## src/rtl/pwm_shadow_pkg.sv

```systemverilog
package pwm_shadow_pkg;
  localparam int CTRL_W = 6;
  localparam int PRE_W  = 10;
  localparam int PER_W  = 12;
  localparam int N_REG  = 4;

  typedef struct packed {
    logic load_per;
    logic load_pre;
    logic stop_now;
    logic autoload;
    logic invert;
    logic enable;
  } ctrl_t;

  typedef enum logic [1:0] {
    REG_CTRL = 2'd0,
    REG_PRE  = 2'd1,
    REG_PER  = 2'd2,
    REG_DUTY = 2'd3
  } reg_sel_e;
endpackage

```

## src/rtl/pwm_shadow_field.sv

```systemverilog
module pwm_shadow_field #(
  parameter int W = 8
) (
  input  logic         clk_i,
  input  logic         rst_ni,
  input  logic         wr_i,
  input  logic [W-1:0] wdata_i,
  input  logic         xfer_i,
  output logic [W-1:0] sh_o,
  output logic [W-1:0] act_o,
  output logic         pend_o
);
  always_ff @(posedge clk_i or negedge rst_ni) begin
    if (!rst_ni) begin
      sh_o   <= '0;
      act_o  <= '0;
      pend_o <= 1'b0;
    end else if (wr_i) begin
      sh_o   <= wdata_i;
      pend_o <= 1'b1;
    end else if (pend_o && xfer_i) begin
      act_o  <= sh_o;
      pend_o <= 1'b0;
    end
  end

  a_r3_write_pends: assert property (@(posedge clk_i) disable iff (!rst_ni)
    wr_i |=> pend_o);
  a_r5_xfer_accepts: assert property (@(posedge clk_i) disable iff (!rst_ni)
    (pend_o && xfer_i && !wr_i) |=> (!pend_o && act_o == $past(sh_o)));
  a_r6_pend_holds: assert property (@(posedge clk_i) disable iff (!rst_ni)
    (pend_o && !xfer_i) |=> pend_o);
endmodule

```

## src/rtl/pwm_chan_regs.sv

```systemverilog
module pwm_chan_regs
  import pwm_shadow_pkg::*;
#(
  parameter int DATA_W = 32
) (
  input  logic              clk_i,
  input  logic              rst_ni,
  input  logic [N_REG-1:0]  wr_i,
  input  logic [DATA_W-1:0] wdata_i,
  input  logic              boundary_i,
  output ctrl_t             sh_ctrl_o,
  output ctrl_t             act_ctrl_o,
  output logic [PRE_W-1:0]  sh_pre_o,
  output logic [PRE_W-1:0]  act_pre_o,
  output logic [PER_W-1:0]  sh_per_o,
  output logic [PER_W-1:0]  act_per_o,
  output logic [PER_W-1:0]  sh_duty_o,
  output logic [PER_W-1:0]  act_duty_o,
  output logic [N_REG-1:0]  pend_o
);
  logic [CTRL_W-1:0] sh_c, act_c;
  logic              at_bound, xfer_pre, xfer_per, xfer_duty;

  assign sh_ctrl_o  = ctrl_t'(sh_c);
  assign act_ctrl_o = ctrl_t'(act_c);

  assign at_bound  = act_ctrl_o.autoload && boundary_i;
  assign xfer_pre  = at_bound || (!act_ctrl_o.autoload && act_ctrl_o.load_pre);
  assign xfer_per  = at_bound || (!act_ctrl_o.autoload && act_ctrl_o.load_per);
  assign xfer_duty = at_bound || !act_ctrl_o.autoload;

  pwm_shadow_field #(.W(CTRL_W)) u_ctrl (
    .clk_i(clk_i), .rst_ni(rst_ni), .wr_i(wr_i[REG_CTRL]),
    .wdata_i(wdata_i[CTRL_W-1:0]), .xfer_i(1'b1),
    .sh_o(sh_c), .act_o(act_c), .pend_o(pend_o[REG_CTRL]));

  pwm_shadow_field #(.W(PRE_W)) u_pre (
    .clk_i(clk_i), .rst_ni(rst_ni), .wr_i(wr_i[REG_PRE]),
    .wdata_i(wdata_i[PRE_W-1:0]), .xfer_i(xfer_pre),
    .sh_o(sh_pre_o), .act_o(act_pre_o), .pend_o(pend_o[REG_PRE]));

  pwm_shadow_field #(.W(PER_W)) u_per (
    .clk_i(clk_i), .rst_ni(rst_ni), .wr_i(wr_i[REG_PER]),
    .wdata_i(wdata_i[PER_W-1:0]), .xfer_i(xfer_per),
    .sh_o(sh_per_o), .act_o(act_per_o), .pend_o(pend_o[REG_PER]));

  pwm_shadow_field #(.W(PER_W)) u_duty (
    .clk_i(clk_i), .rst_ni(rst_ni), .wr_i(wr_i[REG_DUTY]),
    .wdata_i(wdata_i[PER_W-1:0]), .xfer_i(xfer_duty),
    .sh_o(sh_duty_o), .act_o(act_duty_o), .pend_o(pend_o[REG_DUTY]));

  // a control write is accepted on the following edge
  a_r4_ctrl_accept: assert property (@(posedge clk_i) disable iff (!rst_ni)
    (pend_o[REG_CTRL] && !wr_i[REG_CTRL]) |=> (!pend_o[REG_CTRL] && act_c == $past(sh_c)));
endmodule

```

## src/rtl/pwm_chan_core.sv

```systemverilog
module pwm_chan_core
  import pwm_shadow_pkg::*;
(
  input  logic             clk_i,
  input  logic             rst_ni,
  input  ctrl_t            ctrl_i,
  input  logic [PRE_W-1:0] pre_i,
  input  logic [PER_W-1:0] per_i,
  input  logic [PER_W-1:0] duty_i,
  output logic             pwm_o,
  output logic             boundary_o
);
  logic             running_q;
  logic [PRE_W-1:0] pre_q;
  logic [PER_W-1:0] cnt_q;
  logic             tick, wrap;

  assign tick = running_q && (pre_q >= pre_i);
  // >= so a period shrunk mid-flight still wraps
  assign wrap = tick && (cnt_q >= per_i);
  assign boundary_o = !running_q || wrap;

  always_ff @(posedge clk_i or negedge rst_ni) begin
    if (!rst_ni) begin
      running_q <= 1'b0;
      pre_q     <= '0;
      cnt_q     <= '0;
    end else if (!running_q) begin
      running_q <= ctrl_i.enable;
      pre_q     <= '0;
      cnt_q     <= '0;
    end else if (!ctrl_i.enable && (ctrl_i.stop_now || wrap)) begin
      running_q <= 1'b0;
      pre_q     <= '0;
      cnt_q     <= '0;
    end else if (tick) begin
      pre_q <= '0;
      cnt_q <= wrap ? '0 : cnt_q + 1'b1;
    end else begin
      pre_q <= pre_q + 1'b1;
    end
  end

  assign pwm_o = running_q ? ((cnt_q < duty_i) ^ ctrl_i.invert) : ctrl_i.invert;

  a_r10_stop_now: assert property (@(posedge clk_i) disable iff (!rst_ni)
    (running_q && !ctrl_i.enable && ctrl_i.stop_now) |=> !running_q);
  a_r11_drain: assert property (@(posedge clk_i) disable iff (!rst_ni)
    (running_q && !ctrl_i.enable && !ctrl_i.stop_now && !wrap) |=> running_q);
  a_r8_duty_zero: assert property (@(posedge clk_i) disable iff (!rst_ni)
    (running_q && duty_i == '0) |-> (pwm_o == ctrl_i.invert));
endmodule

```

## src/rtl/pwm_shadow_top.sv

```systemverilog
module pwm_shadow_top
  import pwm_shadow_pkg::*;
#(
  parameter int N_CH   = 2,
  parameter int N_SLOT = 4,
  parameter int ADDR_W = 7,
  parameter int DATA_W = 32
) (
  input  logic              clk_i,
  input  logic              rst_ni,
  input  logic              wr_en_i,
  input  logic [ADDR_W-1:0] addr_i,
  input  logic [DATA_W-1:0] wdata_i,
  output logic [DATA_W-1:0] rdata_o,
  output logic [N_CH-1:0]   pwm_o
);
  localparam int SLOT_W = $clog2(N_SLOT);
  localparam int STAT_W = N_REG * N_SLOT;
  localparam logic [ADDR_W-3:0] STAT_WORD = (ADDR_W-2)'(N_SLOT * N_REG);

  logic              in_chan, is_stat;
  logic [SLOT_W-1:0] slot;
  logic [1:0]        reg_sel;
  logic [STAT_W-1:0] stat;
  logic [DATA_W-1:0] chan_rd [N_CH];

  assign slot    = addr_i[SLOT_W+3:4];
  assign reg_sel = addr_i[3:2];
  assign in_chan = (addr_i[ADDR_W-1:SLOT_W+4] == '0);
  assign is_stat = (addr_i[ADDR_W-1:2] == STAT_WORD);

  for (genvar c = 0; c < N_SLOT; c++) begin : g_slot
    if (c < N_CH) begin : g_ch
      logic              hit;
      logic [N_REG-1:0]  wr_c, pend;
      logic              boundary;
      ctrl_t             sh_ctrl, act_ctrl;
      logic [PRE_W-1:0]  sh_pre, act_pre;
      logic [PER_W-1:0]  sh_per, act_per, sh_duty, act_duty;

      assign hit  = wr_en_i && in_chan && (slot == SLOT_W'(c));
      assign wr_c = hit ? (N_REG'(1) << reg_sel) : '0;

      pwm_chan_regs #(.DATA_W(DATA_W)) u_regs (
        .clk_i(clk_i), .rst_ni(rst_ni), .wr_i(wr_c), .wdata_i(wdata_i),
        .boundary_i(boundary),
        .sh_ctrl_o(sh_ctrl), .act_ctrl_o(act_ctrl),
        .sh_pre_o(sh_pre), .act_pre_o(act_pre),
        .sh_per_o(sh_per), .act_per_o(act_per),
        .sh_duty_o(sh_duty), .act_duty_o(act_duty),
        .pend_o(pend));

      pwm_chan_core u_core (
        .clk_i(clk_i), .rst_ni(rst_ni), .ctrl_i(act_ctrl),
        .pre_i(act_pre), .per_i(act_per), .duty_i(act_duty),
        .pwm_o(pwm_o[c]), .boundary_o(boundary));

      assign stat[N_REG*c +: N_REG] = pend;

      always_comb begin
        unique case (reg_sel)
          REG_CTRL: chan_rd[c] = DATA_W'(sh_ctrl);
          REG_PRE:  chan_rd[c] = DATA_W'(sh_pre);
          REG_PER:  chan_rd[c] = DATA_W'(sh_per);
          default:  chan_rd[c] = DATA_W'(sh_duty);
        endcase
      end
    end else begin : g_rsv
      assign stat[N_REG*c +: N_REG] = '0;
    end
  end

  always_comb begin
    rdata_o = '0;
    if (is_stat) rdata_o = DATA_W'(stat);
    else if (in_chan) begin
      for (int c = 0; c < N_CH; c++)
        if (slot == SLOT_W'(c)) rdata_o = chan_rd[c];
    end
  end
endmodule

```

## config.mk

```make
export PLATFORM = sky130hd
export DESIGN_NAME = pwm_shadow_top
export DESIGN_NICKNAME = d
export VERILOG_FILES = /design/src/rtl/pwm_shadow_pkg.sv /design/src/rtl/pwm_shadow_field.sv /design/src/rtl/pwm_chan_regs.sv /design/src/rtl/pwm_chan_core.sv /design/src/rtl/pwm_shadow_top.sv
export SDC_FILE = /design/constraint.sdc
export NUM_CORES = 1
export LEC_CHECK = 0
export BUFFER_PORTS_ARGS = -buffer_cell sky130_fd_sc_hd__buf_2
export CELL_PAD_IN_SITES_DETAIL_PLACEMENT = 2
export CELL_PAD_IN_SITES_GLOBAL_PLACEMENT = 2
export CORE_MARGIN = 2
export CORE_UTILIZATION = 40
export DETAILED_ROUTE_END_ITERATION = 10
export HOLD_SLACK_MARGIN = 0.06
export PLACE_DENSITY = 0.83
export SKIP_LAST_GASP = 1
export SYNTH_ARGS = -nofsm -noshare
export SYNTH_HDL_FRONTEND = slang
export SYNTH_SLANG_ARGS = --single-unit
```

## constraint.sdc

```tcl
create_clock -name clk_i -period 6 [get_ports clk_i]
set_input_delay 0.6 -clock clk_i [delete_from_list [all_inputs] [get_ports clk_i]]
set_output_delay 0.6 -clock clk_i [all_outputs]
set_load 0.02 [all_outputs]
```

==> impl_metrics.env, run 1 <==
export IMPL_power_density_nw_per_um2=403
export IMPL_final_hold_viol_count=0
export IMPL_ys_ff_latch=214
export IMPL_reg2reg_depth=7
export IMPL_synth_distinct_cells=66
export IMPL_leakagePower_uw=0.00586
export IMPL_grt_pass1_vias=9237
export IMPL_port_buffers=33
export IMPL_cp_slowest_stage_delay_ns=0.60
export IMPL_max_cap_violations=0
export IMPL_finalCriticalPeriod_ns=3.52
export IMPL_hold_slack_ns=0.168
export IMPL_yosysSeqAreaShare=0.473
export IMPL_critPathKind="in -> out"
export IMPL_synth_cells=968
export IMPL_place_area_sq_um=11800
export IMPL_cts_setup_buffers=0
export IMPL_grt_max_degree=118
export IMPL_syn_to_final_growth_pct=11.4
export IMPL_crit_chain="buf_2 -> buf_4 -> nor2b_1 -> a22oi_1 -> a21oi_1 -> a22o_1 -> buf_2"
export IMPL_clk_path_buf_depth=3
export IMPL_rr_endpoint="g_slot[0].g_ch.u_regs.u_duty.act_o[4]"
export IMPL_fin_area_sq_um=12600
export IMPL_grt_pass1_wl_um=57900
export IMPL_avgRoutedWirePerCell_um=26.7
export IMPL_cts_root_buf="clkbuf_16"
export IMPL_layout_common_cells="dfrtp_1, mux2_2, inv_1"
export IMPL_num_fill_cells=2787
export IMPL_hp_class="in -> async"
export IMPL_cts_resized=0
export IMPL_clk_pin_slew_ns=0.06
export IMPL_num_vias=8083
export IMPL_reg2reg_setup_slack_ns=2.58
export IMPL_clock_sinks=214
export IMPL_rows=61
export IMPL_skew_ns=0.0115
export IMPL_fp_coreArea_sq_um=27900
export IMPL_layout_nets=1117
export IMPL_synth_edf_count=0
export IMPL_dp_hpwl_um=23800
export IMPL_drcViolationCount=0
export IMPL_final_period_utilization=0.587
export IMPL_drt_vias_per_instance=5.76
export IMPL_start_kind="input port"
export IMPL_irDropWorstVdd_uv=244
export IMPL_final_layout_size_suffix_gt1_frac=0.259
export IMPL_end_kind="primary output"
export IMPL_dr_pass1_iters=4
export IMPL_cp_arrival_ns=2.92
export IMPL_fmax_ghz=0.284
export IMPL_cts_tree="yes"
export IMPL_netlist_area_sq_um=11300
export IMPL_clkLatencyLatePin_ns=0.53
export IMPL_syn_avg_cell_area_sq_um=11.7
export IMPL_status="finished, final reports clean"
export IMPL_r2r_start="g_slot[0].g_ch.u_core.pre_q[4]"
export IMPL_hold_buffers=0
export IMPL_overflow=0
export IMPL_critPathMaxFanout=24
export IMPL_finalSetupViolCount=0
export IMPL_ant_nets=0
export IMPL_cpMostUsedCell="buf_2"
export IMPL_stdcell_count=1403
export IMPL_drt_iter0_markers=438
export IMPL_ys_warn_count=0
export IMPL_async_reset_ff_frac=1.00
export IMPL_layout_commonest_cell="dfrtp_1"
export IMPL_place_inst=1356
export IMPL_path_buf_inv=3
export IMPL_setup_tns_ns=0
export IMPL_fp_dieW_um=172
export IMPL_slew_headroom=0.228
export IMPL_track_usage=0.263
export IMPL_start_util=0.407
export IMPL_place_congestion=0.783
export IMPL_dieHeight_um=172
export IMPL_finalMaxSlewViolations=0
export IMPL_cts_max_level=1
export IMPL_crit_required_ns=5.40
export IMPL_antenna_found_initial=2
export IMPL_numCtsBuffers=25
export IMPL_routed_wl_um=37500
export IMPL_critPathTopFamily="buffers and inverters"
export IMPL_io_pins=76
export IMPL_slowest_stage="nor2b_1"
export IMPL_grt_setup_unrepaired="false"
export IMPL_ys_flop_type="dfrtp_1"
export IMPL_tightest_slew_ns=1.15
export IMPL_dieArea_sq_um=29700
cell type report:
class | instances | area (sq um) | area share
diodes | 2 | 5.00 | 0.000396
clock buffers | 38 | 714 | 0.0566
clock inverters | 7 | 114 | 0.00901
inverters | 81 | 304 | 0.0241
multi-input cells | 641 | 5420 | 0.429
flip-flops and latches | 214 | 5360 | 0.424
well taps | 378 | 473 | 0.0374
repair buffers | 42 | 243 | 0.0192
logic make-up (layout without fill, tap and decap cells):
family                   count (synthesis)  in the layout  synth area share
XOR/XNOR                                18             18            0.0139
flip-flops                             214            214             0.473
adder cells (fa/ha/maj)                 70             70            0.0773
AND/OR/NAND/NOR                        212            212            0.0959
buffers and inverters                  132            168            0.0558
multiplexers                           190            190             0.202
other                                    1             22          0.000331
AO/OA/AOI/OAI                          131            131            0.0825
flip-flops by register name (all words and copies together) (netlist names), 20 cells and up:
signal and flops:
g_slot.g_ch.u_core.cnt_q 24, g_slot.g_ch.u_core.pre_q 20, g_slot.g_ch.u_regs.u_duty.act_o 24, g_slot.g_ch.u_regs.u_duty.sh_o 24, g_slot.g_ch.u_regs.u_per.act_o 24, g_slot.g_ch.u_regs.u_per.sh_o 24, g_slot.g_ch.u_regs.u_pre.act_o 20, g_slot.g_ch.u_regs.u_pre.sh_o 20
cells in the mapped netlist (all sizes together), types with 7 or more instances:
library cell / count / area [sq um]
a31oi: 21 / 131
o21ai: 31 / 185
mux2: 168 / 1890
o22ai: 7 / 43.8
buf: 44 / 302
dfrtp: 214 / 5360
mux2i: 8 / 80.1
nand2: 49 / 184
nor3: 9 / 45.0
xor2: 10 / 87.6
mux4: 14 / 315
a21oi: 24 / 124
and3: 12 / 75.1
nor2: 48 / 183
nand3: 42 / 210
inv: 81 / 304
xnor2: 8 / 70.1
nand3b: 9 / 67.6
a21o: 11 / 82.6
clkbuf: 7 / 26.3
ha: 70 / 876
nand2b: 7 / 43.8
routing by layer:
| layer | up-vias | wire [um] | track usage |
|---|---|---|---|
| met5 | - | 15 | 0 |
| met3 | 108 | 1540 | 0.0364 |
| li1 | 3500 | - | - |
| met2 | 217 | 18500 | 0.444 |
| met4 | 2 | 1730 | 0.117 |
| met1 | 4256 | 15700 | 0.337 |
metrics by stage:
stage / total power (uW) / util / worst slack [ns]
after global placement: 3280 / 0.423 / 2.65
after global routing: 5320 / 0.453 / 2.38
final: 5090 / 0.453 / 2.48
after detailed placement: 3420 / 0.423 / 2.60
after floorplan: 2930 / - / 3.46
after CTS: 5110 / 0.453 / 2.54
power breakdown:
| group | switching [uW] | total (uW) | internal [uW] |
|---|---|---|---|
| registers | 251 | 1960 | 1710 |
| logic | 990 | 1560 | 567 |
| clock network | 629 | 1580 | 947 |
worst register-to-register path, delay by kind of cell (launching register included):
family                   cells  cell delay (ns)
AO/OA/AOI/OAI                4             1.91
adder cells (fa/ha/maj)      1             0.35
flip-flops                   1             0.45
multiplexers                 1             0.46
AND/OR/NAND/NOR              1             0.13
worst max path at each step:
stage                    from                                   end  slack, ns  depth (start not counted)
global placement    addr_i[2]                            rdata_o[6]       2.65                          7
detailed placement  addr_i[2]  g_slot[0].g_ch.u_regs.u_per.act_o[8]       2.60                          7
floorplan           addr_i[2]                            rdata_o[3]       3.46                          5
finish              addr_i[2]                            rdata_o[7]       2.48                          7
global route        addr_i[2]                            rdata_o[2]       2.38                          8
CTS                 addr_i[2]                            rdata_o[7]       2.54                          7
Power figures use the tool's default switching activity.
==> inputs of run 2 (changes only) <==
CORE_UTILIZATION = 38   (was 40)
clock period = 2.8 ns   (was 6 ns; I/O delays follow)
==> run 2 against run 1 <==
  * Critical path type is now reg -> out
  * Via count rose by 11%
  * Total power up 140%
  * Clock skew rose by 0.021 ns
  * Die area is 5.1% higher
  * Non-clock buffer count increased by 74
  * Clock power up 120%
  * Worst hold slack got worse by 0.079 ns
  * The flow now finishes with violations (negative setup slack)
  * Cell area is 7.6% higher
  * First-iteration DRC count up 42%
  * Utilization up 0.75 points
==> impl_metrics.env, run 2 (same netlist as run 1, synthesis figures left out) <==
export IMPL_track_usage=0.278
export IMPL_place_congestion=0.779
export IMPL_power_density_nw_per_um2=903
export IMPL_layout_common_cells="dfrtp_1, mux2_2, inv_1"
export IMPL_hold_depth=2
export IMPL_final_period_utilization=1.09
export IMPL_layout_nets=1191
export IMPL_grt_setup_unrepaired="true"
export IMPL_max_cap_violations=0
export IMPL_irDropWorstVdd_uv=462
export IMPL_violations="negative setup slack"
export IMPL_register_area_sq_um=5360
export IMPL_routed_wl_um=47400
export IMPL_r2r_start="g_slot[1].g_ch.u_regs.u_per.act_o[2]"
export IMPL_clock_sinks=214
export IMPL_avgRoutedWirePerCell_um=31.9
export IMPL_drt_vias_per_instance=6.04
export IMPL_start_kind="flip-flop"
export IMPL_num_vias=8983
export IMPL_start_util=0.384
export IMPL_clk_pin_slew_ns=0.08
export IMPL_fin_util=0.461
export IMPL_drt_iter0_markers=624
export IMPL_finalSetupViolCount=56
export IMPL_crit_required_ns=2.52
export IMPL_multi_input_area_sq_um=5700
export IMPL_grt_pass1_vias=9996
export IMPL_syn_to_final_growth_pct=19.9
export IMPL_reg2reg_depth=10
export IMPL_grt_max_degree=72
export IMPL_grt_pass1_wl_um=64900
export IMPL_io_pins=76
export IMPL_leakagePower_uw=0.00633
export IMPL_cts_root_buf="clkbuf_16"
export IMPL_status="complete, but fails checks"
export IMPL_place_inst=1419
export IMPL_fmax_ghz=0.329
export IMPL_critPathMaxFanout=5
export IMPL_skew_ns=0.0325
export IMPL_overflow=0
export IMPL_dp_hpwl_um=26400
export IMPL_hp_class="in -> reg"
export IMPL_cp_arrival_ns=2.76
export IMPL_slew_headroom=0.0276
export IMPL_reg2reg_setup_slack_ns=-0.18
export IMPL_ant_nets=0
export IMPL_rows=63
export IMPL_final_setup_worst_slack_ns=-0.240
export IMPL_tightest_slew_ns=1.45
export IMPL_total_power_uw=12300
export IMPL_layout_commonest_cell="dfrtp_1"
export IMPL_final_layout_size_suffix_gt1_frac=0.341
export IMPL_cts_max_level=1
export IMPL_port_buffers=33
export IMPL_end_kind="primary output"
export IMPL_fp_dieW_um=177
export IMPL_drcViolationCount=0
export IMPL_finalCriticalPeriod_ns=3.04
export IMPL_antenna_found_initial=1
export IMPL_finalMaxSlewViolations=0
export IMPL_cp_startpoint="g_slot[1].g_ch.u_core.cnt_q[1]"
export IMPL_num_fill_cells=2961
export IMPL_final_hold_viol_count=0
export IMPL_stdcell_count=1488
export IMPL_numCtsBuffers=25
export IMPL_clkLatencyLatePin_ns=0.57
export IMPL_dr_pass1_iters=5
export IMPL_hp_start="wdata_i[6]"
export IMPL_clk_path_buf_depth=3
export IMPL_critPathKind="reg -> out"
export IMPL_dieHeight_um=177
export IMPL_dieArea_sq_um=31200
export IMPL_fp_coreArea_sq_um=29500
export IMPL_cts_tree="yes"
run 2: power by group:
| part | internal [uW] | switching [uW] |
|---|---|---|
| logic | 1770 | 2780 |
| registers | 3670 | 611 |
| clock network | 1950 | 1490 |
| total | 7390 | 4880 |
run 2: worst paths after layout:
check                                                        end
setup reg to reg            g_slot[1].g_ch.u_regs.u_per.act_o[5]
hold reg to reg            g_slot[1].g_ch.u_regs.u_per.act_o[11]
setup / recovery                                        pwm_o[1]
min in group asynchronous   g_slot[1].g_ch.u_regs.u_pre.act_o[4]
max in group asynchronous  g_slot[1].g_ch.u_regs.u_duty.sh_o[11]
hold / removal              g_slot[0].g_ch.u_regs.u_duty.sh_o[6]
run 2: worst max-delay path, cell delays in order (launching register included):
cell and delay, ns:
dfrtp_1 0.42, buf_4 0.18, ha_1 0.33, a21o_1 0.20, a21oi_1 0.22, and4b_1 0.24
or3_1 0.40, nand3_2 0.11, buf_6 0.13
run 2: final cells by class:
class,count,area share
multi-input combinational,641,0.419
sequential,214,0.394
timing repair buffer,116,0.0670
clock buffer,36,0.0550
tap,390,0.0359
inverter,81,0.0224
clock inverter,9,0.00589
antenna,1,0.000184
run 2: timing repair:
action	CTS	global route
cloned	0	2
endpoints found under the hold margin	73	0
setup buffers	9	9
gates resized for setup	33	24
pin swaps	10	13
hold buffers	3	0
setup endpoints to repair	35	49
run 2: metrics by stage:
stage	instance area (sq um)	TNS (ns)	hold WS (ns)	worst slack (ns)
after floorplan	11400	0	-0.0156	0.501
final	13600	-3.41	0.0894	-0.240
after global placement	12200	0	0.294	0.224
after detailed placement	12200	0	0.289	0.00822
after global routing	13600	-5.92	0.0886	-0.234
after CTS	13400	-0.191	0.0812	-0.139
run 2: layer usage:
layer	global-route usage	wire, um
met5	0	31
met4	0.132	2540
met2	0.487	23600
met3	0.0359	2770
met1	0.339	18500
==> inputs of run 3 (changes only) <==
clock period = 2.6 ns   (was 2.8 ns; I/O delays follow)
==> run 3 against run 2 <==
  * Critical endpoint unchanged
  * Total power grew 19%
  * Combinational power up 35%
  * Die area unchanged
  * The flow still finishes with violations (negative setup slack)
  * Via count up 4.5%
  * Clock skew decreased by 0.0028 ns
  * Count of clock-buffer cells in the layout unchanged
==> impl_metrics.env, run 3 (same netlist as run 1, synthesis figures left out) <==
export IMPL_drt_iter0_markers=892
export IMPL_syn_to_final_growth_pct=27.5
export IMPL_fp_coreArea_sq_um=29500
export IMPL_slew_headroom=0.212
export IMPL_critPathMaxFanout=4
export IMPL_diodes=0
export IMPL_dieArea_sq_um=31200
export IMPL_finalCriticalPeriod_ns=3.02
export IMPL_grt_pass1_vias=10300
export IMPL_dp_hpwl_um=26500
export IMPL_clk_pin_slew_ns=0.07
export IMPL_numCtsBuffers=25
export IMPL_power_frac_comb=0.423
export IMPL_skew_ns=0.0296
export IMPL_num_vias=9385
export IMPL_track_usage=0.305
export IMPL_hp_class="in -> reg"
export IMPL_finalSetupViolCount=81
export IMPL_cp_slowest_stage_delay_ns=0.45
export IMPL_final_layout_size_suffix_gt1_frac=0.421
export IMPL_max_cap_violations=0
export IMPL_power_density_nw_per_um2=1010
export IMPL_overflow=0
export IMPL_finalMaxSlewViolations=0
export IMPL_ant_nets=0
export IMPL_slowest_stage="dfrtp_1"
export IMPL_drt_vias_per_instance=6.17
export IMPL_fmax_ghz=0.331
export IMPL_crit_chain="ha_1 -> nand4_1 -> nand4b_1 -> or3_1 -> or3_4 -> nand3_4 -> buf_6"
export IMPL_cts_tree="yes"
export IMPL_io_pins=76
export IMPL_cts_root_buf="clkbuf_16"
export IMPL_fp_dieW_um=177
export IMPL_hold_depth=2
export IMPL_final_period_utilization=1.16
export IMPL_p_sw_uw=5920
export IMPL_cp_arrival_ns=2.76
export IMPL_final_setup_worst_slack_ns=-0.424
export IMPL_dieHeight_um=177
export IMPL_irDropWorstVdd_uv=649
export IMPL_critPathKind="reg -> out"
export IMPL_drcViolationCount=0
export IMPL_tightest_slew_ns=1.17
export IMPL_avgRoutedWirePerCell_um=35.3
export IMPL_power_frac_clock=0.256
export IMPL_stdcell_count=1521
export IMPL_leakagePower_uw=0.00669
export IMPL_place_congestion=0.774
export IMPL_layout_common_cells="dfrtp_1, mux2_2, buf_4"
export IMPL_pre_cts_ws_ns=-0.0942
export IMPL_start_kind="flip-flop"
export IMPL_final_hold_viol_count=0
export IMPL_port_buffers=33
export IMPL_end_kind="primary output"
export IMPL_routed_wl_um=53700
export IMPL_clock_sinks=214
export IMPL_status="complete, but fails checks"
export IMPL_cts_max_level=1
export IMPL_seqPwrFrac=0.321
export IMPL_p_sw_frac=0.406
export IMPL_reg2reg_depth=10
export IMPL_place_inst=1418
export IMPL_crit_required_ns=2.34
export IMPL_grt_pass1_wl_um=69900
export IMPL_clkLatencyLatePin_ns=0.56
export IMPL_start_util=0.384
export IMPL_hold_slack_ns=0.0805
export IMPL_antenna_found_initial=1
export IMPL_layout_nets=1226
export IMPL_violations="negative setup slack"
export IMPL_grt_setup_unrepaired="true"
export IMPL_grt_max_degree=71
export IMPL_clk_path_buf_depth=3
export IMPL_dr_pass1_iters=5
export IMPL_p_int_uw=8640
export IMPL_layout_commonest_cell="dfrtp_1"
export IMPL_rows=63
[run 3: final cells by class]
cell class	instances	area [sq um]
clock inverter	8	93.8
inverter	81	304
tap	390	488
clock buffer	36	707
timing repair buffer	149	1280
fill	2864	15000
sequential	214	5370
multi-input combinational	643	6210
[run 3: layer usage]
metal | up-vias | share of wire | GRT usage
met4 | 2 | 0.064 | 0.166
li1 | 3727 | - | -
met1 | 4944 | 0.38 | 0.356
met2 | 493 | 0.49 | 0.529
met5 | - | 0.00030 | 0
met3 | 219 | 0.065 | 0.0588
[run 3: path summary, 6_finish.rpt]
path | slack [ns] | from | end
max in group asynchronous | 1.43 | rst_ni | g_slot[0].g_ch.u_core.pre_q[4]
min in group asynchronous | 0.27 | rst_ni | g_slot[1].g_ch.u_regs.u_pre.sh_o[1]
worst max register to register | -0.36 | g_slot[1].g_ch.u_core.pre_q[4] | g_slot[1].g_ch.u_regs.u_per.act_o[5]
worst min register to register | 0.51 | g_slot[0].g_ch.u_regs.u_per.act_o[10] | g_slot[0].g_ch.u_regs.u_per.act_o[10]
worst max-delay path | -0.42 | g_slot[1].g_ch.u_core.cnt_q[11] | pwm_o[1]
worst min-delay path | 0.08 | wdata_i[6] | g_slot[1].g_ch.u_regs.u_pre.sh_o[6]
[run 3: worst max-delay path, delay by kind of cell (launching register included)]
kind,cells,cell delay (ns)
simple gates,5,1.28
fa+ha+maj,1,0.36
buf+inv,1,0.12
flops,1,0.45
[run 3: per-stage QoR]
step / power [uW] / setup TNS (ns) / utilization / area (sq um)
floorplan: 6760 / 0 / - / 11400
global placement: 7830 / 0 / 0.416 / 12300
detailed placement: 8270 / -0.623 / 0.416 / 12300
CTS: 12700 / -0.819 / 0.466 / 13800
global route: 14900 / -14.71 / 0.490 / 14400
finish: 14600 / -12.27 / 0.490 / 14400
[run 3: repair_timing]
action | 4_1_cts | 5_1_grt
setup endpoints to repair | 74 | 108
hold endpoints to repair | 75 | 0
pin swaps | 22 | 36
gates resized for setup | 69 | 124
hold buffers | 4 | 0
cloned | 4 | 2
buffers inserted | 26 | 25
[run 3: power by group through the flow]
stage                     clock network [uW]  logic, uW  registers [uW]
after global placement                     0       3370            4460
after CTS                               3590       4570            4520
after floorplan                            0       2500            4270
final                                   3730       6160            4670
after global routing                    3850       6320            4700
after detailed placement                   0       3730            4540
